### src/rtl/vref_train_pkg.sv
// Package: shared defaults and the sequencer state type for the reference
// voltage window trainer. Assumes nothing beyond IEEE 1800-2017.
package vref_train_pkg;

    localparam int DEF_STEPS  = 51;  // points per range (0..50)
    localparam int DEF_OFFSET = 23;  // upper range base, counted in steps above lower base
    localparam int DEF_CODE_W = 6;   // step field width in the mode-register payload

    typedef enum logic [2:0] {
        S_IDLE,
        S_CAND_MR,
        S_CAND_TEST,
        S_SET,
        S_EXIT,
        S_DONE
    } seq_state_t;

endpackage

### src/rtl/vref_code_map.sv
// Module: turns a point on the unified scale into a range select and a step
// code. Points below OFFSET use the lower range. All other points use the
// upper range, so points inside the overlap always come from the upper range.
// Assumes idx < OFFSET + STEPS.
module vref_code_map #(
    parameter int STEPS  = vref_train_pkg::DEF_STEPS,
    parameter int OFFSET = vref_train_pkg::DEF_OFFSET,
    parameter int IDX_W  = 7,
    parameter int CODE_W = vref_train_pkg::DEF_CODE_W
) (
    input  logic [IDX_W-1:0]  idx,
    output logic              lo_range,
    output logic [CODE_W-1:0] code
);
    localparam logic [IDX_W-1:0] OFF_L = IDX_W'(OFFSET);

    logic [IDX_W-1:0] step_raw;

    // Purpose: choose the range and remove the base offset of the upper range.
    always_comb begin
        lo_range = (idx < OFF_L);
        step_raw = lo_range ? idx : (idx - OFF_L);
        code     = step_raw[CODE_W-1:0];
    end
endmodule

### src/rtl/vref_window_track.sv
// Module: follows the current run of passing points and keeps the longest
// run seen so far. Only a strictly longer run replaces the stored one, so on
// a tie the earlier (lower-voltage) run is kept. The centre is rounded down.
// Assumes points arrive in ascending order, one upd pulse per point.
module vref_window_track #(
    parameter int IDX_W = 7,
    parameter int LEN_W = 7
) (
    input  logic             clk,
    input  logic             rst_n,
    input  logic             clr,
    input  logic             upd,
    input  logic             pass,
    input  logic [IDX_W-1:0] idx,
    output logic [LEN_W-1:0] best_len,
    output logic [IDX_W-1:0] center
);
    logic [IDX_W-1:0] cur_start, best_start;
    logic [LEN_W-1:0] cur_len, nxt_len;
    logic [IDX_W-1:0] run_start;
    logic [LEN_W-1:0] half_len;

    // Purpose: work out the run length and start if this point passes.
    always_comb begin
        nxt_len   = cur_len + LEN_W'(1);
        run_start = (cur_len == '0) ? idx : cur_start;
        half_len  = (best_len - LEN_W'(1)) >> 1;
        center    = best_start + IDX_W'(half_len);
    end

    // Purpose: update the current run and the best run for each point.
    always_ff @(posedge clk) begin
        if (!rst_n || clr) begin
            cur_start  <= '0;
            cur_len    <= '0;
            best_start <= '0;
            best_len   <= '0;
        end else if (upd) begin
            if (pass) begin
                cur_len   <= nxt_len;
                cur_start <= run_start;
                if (nxt_len > best_len) begin
                    best_len   <= nxt_len;
                    best_start <= run_start;
                end
            end else begin
                cur_len <= '0;
            end
        end
    end

    // the stored best run never shrinks during a sweep.
    a_r5_best_monotonic: assert property (@(posedge clk) disable iff (!rst_n)
        !clr |=> best_len >= $past(best_len));

    // the current run can never be longer than the stored best run.
    a_r5_cur_bounded: assert property (@(posedge clk) disable iff (!rst_n)
        cur_len <= best_len);
endmodule

### src/rtl/vref_seq_fsm.sv
// Module: controls the sweep. It waits for start while impedance calibration
// is complete, writes each candidate and runs its test, then writes the final
// point with training on and writes it again with training off.
// Assumes mr_ack and test_done are one-cycle strobes sent only while the
// matching request is high.
module vref_seq_fsm
    import vref_train_pkg::*;
#(
    parameter int TOTAL = 74,
    parameter int IDX_W = 7
) (
    input  logic             clk,
    input  logic             rst_n,
    input  logic             start,
    input  logic             zq_done,
    input  logic             mr_ack,
    input  logic             test_done,
    input  logic             no_pass,
    output logic             mr_req,
    output logic             mr_train,
    output logic             use_final,
    output logic [IDX_W-1:0] cand_idx,
    output logic             test_req,
    output logic             trk_clr,
    output logic             trk_upd,
    output logic             done,
    output logic             fail
);
    localparam logic [IDX_W-1:0] LAST = IDX_W'(TOTAL - 1);

    seq_state_t state;
    logic       go;

    // Purpose: decode request and status outputs from the state.
    always_comb begin
        go        = start && zq_done && (state == S_IDLE || state == S_DONE);
        mr_req    = (state == S_CAND_MR) || (state == S_SET) || (state == S_EXIT);
        mr_train  = (state != S_EXIT);
        use_final = (state == S_SET) || (state == S_EXIT);
        test_req  = (state == S_CAND_TEST);
        trk_clr   = go;
        trk_upd   = (state == S_CAND_TEST) && test_done;
        done      = (state == S_DONE);
    end

    // Purpose: advance the sweep and latch the fail flag.
    always_ff @(posedge clk) begin
        if (!rst_n) begin
            state    <= S_IDLE;
            cand_idx <= '0;
            fail     <= 1'b0;
        end else if (go) begin
            state    <= S_CAND_MR;
            cand_idx <= '0;
            fail     <= 1'b0;
        end else begin
            case (state)
                S_CAND_MR:   if (mr_ack) state <= S_CAND_TEST;
                S_CAND_TEST: if (test_done) begin
                    if (cand_idx == LAST) begin
                        state <= S_SET;
                    end else begin
                        cand_idx <= cand_idx + IDX_W'(1);
                        state    <= S_CAND_MR;
                    end
                end
                S_SET: if (mr_ack) begin
                    fail  <= no_pass;
                    state <= S_EXIT;
                end
                S_EXIT:  if (mr_ack) state <= S_DONE;
                default: ;
            endcase
        end
    end

    // without completed calibration an idle sequencer stays idle.
    a_r2_zq_gate: assert property (@(posedge clk) disable iff (!rst_n)
        (state == S_IDLE && !zq_done) |=> state == S_IDLE);

    // a test request only begins after a mode-register acknowledge.
    a_r4_test_after_ack: assert property (@(posedge clk) disable iff (!rst_n)
        $rose(test_req) |-> $past(mr_ack));
endmodule

### src/rtl/vref_window_trainer.sv
// Module: top level of the reference voltage window trainer. It connects the
// sequencer, the window tracker and the code map, builds the mode-register
// payload and picks the default mid-scale point when nothing passes.
// Assumes the test engine and the mode-register path sit outside this block.
module vref_window_trainer
    import vref_train_pkg::*;
#(
    parameter int STEPS  = DEF_STEPS,
    parameter int OFFSET = DEF_OFFSET,
    parameter int CODE_W = DEF_CODE_W
) (
    input  logic        clk,
    input  logic        rst_n,
    input  logic        zq_done,
    input  logic        start,
    output logic        mr_req,
    output logic [7:0]  mr_data,
    input  logic        mr_ack,
    output logic        test_req,
    input  logic        test_done,
    input  logic        test_pass,
    output logic        done,
    output logic        fail,
    output logic [6:0]  result_idx
);
    localparam int TOTAL = OFFSET + STEPS;
    localparam int IDX_W = $clog2(TOTAL);
    localparam int LEN_W = $clog2(TOTAL + 1);
    localparam logic [IDX_W-1:0] MID = IDX_W'(TOTAL / 2);

    logic             mr_train, use_final, trk_clr, trk_upd, no_pass, lo_range;
    logic [IDX_W-1:0] cand_idx, center, map_idx, final_idx;
    logic [LEN_W-1:0] best_len;
    logic [CODE_W-1:0] code;

    vref_seq_fsm #(.TOTAL(TOTAL), .IDX_W(IDX_W)) seq_i (
        .clk(clk), .rst_n(rst_n), .start(start), .zq_done(zq_done),
        .mr_ack(mr_ack), .test_done(test_done), .no_pass(no_pass),
        .mr_req(mr_req), .mr_train(mr_train), .use_final(use_final),
        .cand_idx(cand_idx), .test_req(test_req), .trk_clr(trk_clr),
        .trk_upd(trk_upd), .done(done), .fail(fail)
    );

    vref_window_track #(.IDX_W(IDX_W), .LEN_W(LEN_W)) trk_i (
        .clk(clk), .rst_n(rst_n), .clr(trk_clr), .upd(trk_upd),
        .pass(test_pass), .idx(cand_idx), .best_len(best_len), .center(center)
    );

    vref_code_map #(.STEPS(STEPS), .OFFSET(OFFSET), .IDX_W(IDX_W), .CODE_W(CODE_W)) map_i (
        .idx(map_idx), .lo_range(lo_range), .code(code)
    );

    // Purpose: choose the final point and assemble the payload.
    always_comb begin
        no_pass    = (best_len == '0);
        final_idx  = no_pass ? MID : center;
        map_idx    = use_final ? final_idx : cand_idx;
        mr_data    = {mr_train, lo_range, code};
        result_idx = 7'(final_idx);
    end

    // a pending request holds its payload until it is acknowledged.
    a_r9_req_hold: assert property (@(posedge clk) disable iff (!rst_n)
        (mr_req && !mr_ack) |=> (mr_req && $stable(mr_data)));

    // done rises only right after an acknowledged write with training off.
    a_r8_done_after_exit: assert property (@(posedge clk) disable iff (!rst_n)
        $rose(done) |-> $past(mr_req && mr_ack && !mr_data[7]));

    // a failed run reports the mid-scale point.
    a_r7_default_mid: assert property (@(posedge clk) disable iff (!rst_n)
        fail |-> result_idx == 7'(MID));

    // a mode-register write and a test request are never both pending.
    a_r4_exclusive: assert property (@(posedge clk) disable iff (!rst_n)
        !(mr_req && test_req));
endmodule

### config.mk
export PLATFORM = sky130hd
export DESIGN_NAME = vref_window_trainer
export DESIGN_NICKNAME = d
export VERILOG_FILES = /design/src/rtl/vref_train_pkg.sv /design/src/rtl/vref_code_map.sv /design/src/rtl/vref_window_track.sv /design/src/rtl/vref_seq_fsm.sv /design/src/rtl/vref_window_trainer.sv
export SDC_FILE = /design/constraint.sdc
export NUM_CORES = 1
export LEC_CHECK = 0
export BUFFER_PORTS_ARGS = -buffer_cell sky130_fd_sc_hd__buf_4
export CORE_MARGIN = 2
export CORE_UTILIZATION = 54
export DETAILED_ROUTE_END_ITERATION = 8
export HOLD_SLACK_MARGIN = 0.12
export PLACE_DENSITY = 0.84
export SKIP_CTS_REPAIR_TIMING = 1
export SLEW_MARGIN = 25
export SYNTH_ARGS = -nofsm -noshare
export SYNTH_HDL_FRONTEND = slang
export SYNTH_HIERARCHICAL = 1
export SYNTH_SLANG_ARGS = --single-unit
### constraint.sdc
create_clock -name clk -period 2.8 [get_ports clk]
set_input_delay 0.14 -clock clk [delete_from_list [all_inputs] [get_ports clk]]
set_output_delay 0.14 -clock clk [all_outputs]
set_load 0.02 [all_outputs]
## Word level (Yosys, flattened, before mapping)

Index checks and enable logic that the tools add are counted.

- Bits in registers: 39
- Input bits: 7
- Output and inout bits: 19
- Word-level logic and storage cells: 65

- Add/subtract/negate cells: 5
- $lt $le $gt $ge: 2
- Equal/unequal tests: 15
- Muxes and demuxes: 12
- Bitwise gates (word level): 2
- Reductions and logical operators: 21

Operators with widths:

| operator | count |
|---|---|
| $mux 7 | 4 |
| $add 7x1->7 const B | 2 |
| $logic_not 7->1 | 2 |
| $mux 3 | 4 |
| $pmux 3 s4 | 1 |
| $reduce_and 5->1 | 2 |
| $ne 3x2->1 const B | 3 |
| $add 7x6->7 | 1 |
| $eq 7x7->1 const B | 1 |
| $gt 7x7->1 | 1 |
| $lt 7x5->1 const B | 1 |
| $sub 7x1->7 const B | 1 |
| $eq 3x2->1 const B | 2 |
| $eq 3x3->1 const B | 2 |
| $mux 6 | 1 |
| $ne 2x2->1 const B | 3 |
| $reduce_and 3->1 | 2 |
| $sub 6x5->6 const B | 1 |
| $logic_or 1x1->1 | 5 |
| $reduce_bool 5->1 | 1 |
| $reduce_and 2->1 | 2 |
| $reduce_bool 4->1 | 1 |
| $eq 3x1->1 const B | 1 |
| $logic_and 1x1->1 | 3 |
| 9 further kinds | 10 |

## Logic depth before layout (Yosys ltp)

- Depth in word-level cells: 6
- Depth in mapped cells: 16
- Gate-level depth less buffers: 15

## Modules after synthesis

The synthesis kept the hierarchy.

Modules (own cells, without submodules):

| module | times used | cells each | area an instance (um^2) | seq. area each (um^2) |
|---|---|---|---|---|
| vref_window_track | 1 | 219 | 1899.3 | 560.5 |
| vref_seq_fsm | 1 | 76 | 655.6 | 220.2 |
| vref_window_trainer | 1 | 31 | 247.7 | 0.0 |
| vref_code_map | 1 | 21 | 165.2 | 0.0 |

## Least setup slack after synthesis

OpenSTA, ideal clock, no wires.

- Path kind: reg-to-output
- From: register trk_i.best_len[1]
- To: output mr_data[4]
- Arrival time: 3143 ps
- Data required time: 2660 ps
- Path slack: -483 ps
- Stages on the path, launching flop included: 14
- Path buffers: 1
- Path through: dfxtp_1 -> inv_1 -> ha_1 -> nand3_1 -> nor3_1 -> xnor2_1 -> ha_1 -> clkbuf_1 -> or4b_2 -> o2111ai_1 -> mux2i_1 -> o21ai_1 -> nor2_1 -> o32ai_1

- Word-level cells in the longest chain between the ends: 6
- Elaborated cells between the ends (all ways): 8
- Those cells by class: add/sub: 3; order compare: 1; mux: 3; reduce/logical: 1

RTL lines:

| item | RTL line | RTL |
|---|---|---|
| start: declaration | vref_window_track.sv:15 | `output logic [LEN_W-1:0] best_len,` |
| start signal: assignment | vref_window_track.sv:43 | `best_len <= nxt_len;` |
| $sub 7x1->7 | vref_window_track.sv:27 | `half_len = (best_len - LEN_W'(1)) >> 1;` |
| $add 7x6->7 | vref_window_track.sv:28 | `center = best_start + IDX_W'(half_len);` |
| via center[5] | vref_window_trainer.sv:32 | `logic [IDX_W-1:0] cand_idx, center, map_idx, final_idx;` |
| $mux 7 | vref_window_trainer.sv:56 | `final_idx = no_pass ? MID : center;` |
| $mux 7 | vref_window_trainer.sv:57 | `map_idx = use_final ? final_idx : cand_idx;` |
| via map_idx[5] | vref_window_trainer.sv:32 |  |
| $lt 7x5->1 | vref_code_map.sv:21 | `lo_range = (idx < OFF_L);` |
| $mux 6 | vref_code_map.sv:22 | `step_raw = lo_range ? idx : (idx - OFF_L);` |
| end: declaration | vref_window_trainer.sv:17 | `output logic [7:0] mr_data,` |

The timed path passes the listed nets, and every way through them passes these cells.

## Worst setup path after layout

- From: register trk_i.best_len[0]
- To: output mr_data[2]

The elaborated chain is that of the path after synthesis.

==> key figures <==
Logic synthesis
  • Synth area leaders: dfxtp_1, mux2i_1, ha_1, nand2_1, inv_1
  • Seq/Total Area, Yosys: 26.3%
  • Ys async rst share: 0%
  • Mapped Cells: 347
  • Largest area contributor in the netlist: dfxtp_1
  • Syn avg cell area: 8.55 um^2
  • Unique cell type count in the Yosys netlist: 63
  • Yosys warning total: 6
  • Syn nets: 374
  • Post-synth EDFFs: 0
  • Post-synth top area share: 26.3%
  • Synth top cells by count: dfxtp_1, mux2i_1, nand2_1
  • FF+latch count, synth: 39
  • Most common cell in the netlist: dfxtp_1
  • Syn Std Cell Area: 0.00297 mm^2
  • Top FF cell, synth: dfxtp_1

Die
  • # rows: 26
  • Die X: 78.1 um
  • Die area: 0.00611 mm^2
  • IO Count: 26
  • Die H: 78.1 um
  • Initial Utilization: 57.0%
  • Core area: 0.00520 mm^2

Worst setup path
  • Setup crit start: trk_i/best_len[0]
  • CP Capture Point: mr_data[2]
  • Critical Path Fanout Max: 4
  • R2R Setup Slk: 140 ps
  • Reg-to-Reg Start: trk_i/cur_len[1]
  • Reg2reg end: trk_i/best_len[4]
  • Setup CP Type: flip-flop to output pin
  • Critical path required time: 2660 ps
  • Setup crit end kind: output pin
  • Worst Reg-to-Reg Cells: 10
  • Worst path arrival time: 3350 ps
  • Startpoint Class: flip-flop

Timing
  • RSZ-0062 raised after global routing: true
  • Final setup fails: 8
  • Slew Limit Fails: 0
  • Final Cycle Share: 124%
  • Final clock skew: 4.44 ps
  • Final Hold Viols: 0
  • Post-route setup slack: -686 ps
  • Final worst path period need: 3490 ps
  • Fmax: 0.287 GHz
  • Slew headroom: 48.7%
  • Least-Margin Pin Slew: 764 ps

Finish
  • Nets: 438
  • Multi-input combinational cell area: 0.00223 mm^2
  • Layout fillers: 360
  • Layout area overhead: 31.2%
  • Register Area: 790 um^2
  • Layout cells sized above 1: 32.0%
  • Antenna Cells: 0

Route
  • Drt total wl: 8.06 mm
  • Antenna viol nets, final: 0
  • Detail Route met3 WL: 414 um
  • Routed length per instance: 16.7 um
  • Initial drt markers: 165
  • Top routing layer in use: met4
  • DR vias: 2876
  • Metal2 WL: 4.17 mm
  • Pre-antenna DRT Iters: 5
  • M1 WL: 3.32 mm
  • DRC: 0
  • Vias per cell: 5.97

Run status
  • Outcome: complete, but fails checks
  • Failing checks: negative setup slack

Global route
  • Largest net degree at the start of global routing: 29
  • Overall Global Routing Usage: 24.6%
  • Vias in the first global route: 2674
  • Antenna violations before repair: 0
  • Total congestion overflow: 0
  • First-pass GRT wire length: 12.1 mm

Hold path
  • Hold Path Class: input port to flip-flop

Placement
  • RD Place Congestion: 0.908
  • Pre-CTS WS: -300 ps
  • Port buffer count: 25
  • Post-DP HPWL: 5.54 mm

Clock tree
  • CTS tree: yes
  • Sink Count: 39
  • Num CTS Buffers: 5
  • Clock slew at reported path FFs: 70 ps
  • Bufs on Longest Clock Path: 2
  • H-tree Lvls: 2
  • Root Driver: clkbuf_8
  • Clk_lat worst skew: 290 ps

Job
  • Max-cap violations: 0

Pwr
  • Total power: 1080 uW
  • Clock power share: 38.4%
  • Pwr/cell area: 278 mW/mm^2
  • Flop pwr share: 51.5%
  • Leak Pwr: 0.00163 uW
  • Cell Int Power: 827 uW
  • Worst IR Drop VDD: 0.000396 V
  • Switching share of total power: 23.7%
  • Comb pwr share: 10.1%
  • Sw Pwr: 257 uW
state kept, by name (all words and copies together), names as in the netlist:
name,flops
trk_i/best_len,7
trk_i/cur_len,7
trk_i/cur_start,7
seq_i/fail,1
seq_i/state,3
trk_i/best_start,7
seq_i/cand_idx,7
cells by family after synthesis:
kind of cell             synth area share (%)
AO/OA/AOI/OAI                            20.7
XOR/XNOR                                 3.54
adder cells (fa/ha/maj)                  8.68
buffers and inverters                    6.53
flip-flops                               26.3
multiplexers                             12.0
AND/OR/NAND/NOR                          22.2
placed cells by master, fill, tap and decap left out, types with 9 or more instances in the layout:
cell type	n
nor2_1	22
nand3_1	9
inv_1	20
dfxtp_1	36
buf_4	65
o21ai_0	17
nand2_1	27
ha_1	15
a21boi_0	10
a21oi_1	12
mux2i_1	32
worst min path at each step:
stage	startpoint	to	slack, ps	cells after the start
after floorplan	rst_n	seq_i/state[0]	270	1
after global placement	rst_n	seq_i/state[0]	410	2
after detailed placement	rst_n	seq_i/state[0]	420	2
after CTS	rst_n	seq_i/state[0]	110	2
after global routing	rst_n	seq_i/state[0]	130	2
final	rst_n	seq_i/state[0]	120	2
power by group through the flow:
stage | Sequential, uW | Clock [uW] | Combinational (uW)
final | 558 | 416 | 110
after global routing | 558 | 439 | 120
after detailed placement | 572 | 0 | 104
after CTS | 559 | 418 | 104
after global placement | 572 | 0 | 102
after floorplan | 573 | 0 | 67.2
critical path, cell delays in order, from the launching register on:
cell	delay, ps
dfxtp_4	380
inv_2	50
ha_4	230
inv_2	60
ha_4	130
inv_2	40
fa_2	370
nor2b_1	130
o21a_1	160
buf_6	110
nor3_1	40
nor2_1	230
mux2i_1	150
a21oi_2	200
nand4_1	160
buf_4	180
a21boi_4	160
xor2_2	130
buf_4	150
layout make-up:
cell class              instances  share of cell area, %
multi-input cells             268                   57.4
flip-flops and latches         39                   20.3
repair buffers                 72                   15.0
clock buffers                   8                   2.57
inverters                      25                   2.54
well taps                      70                   2.25
through the flow:
step	hold WS (ps)	instances	cell area [um^2]	utilization, %	TNS [ps]
detailed placement	416	470	3610	69.4	-1590
finish	118	482	3890	74.8	-4580
CTS	113	478	3710	71.3	-3950
floorplan	274	347	3090	-	-51.9
global route	128	482	3890	74.8	-6040
global placement	410	470	3610	69.4	-997
metal layers:
layer / track usage [%] / vias to the layer above
met2: 43.9 / 109
li1: - / 1379
met5: 0 / -
met4: 9.30 / 0
met3: 4.02 / 18
met1: 29.6 / 1370
Note: power is estimated with default switching activity, not from simulation.
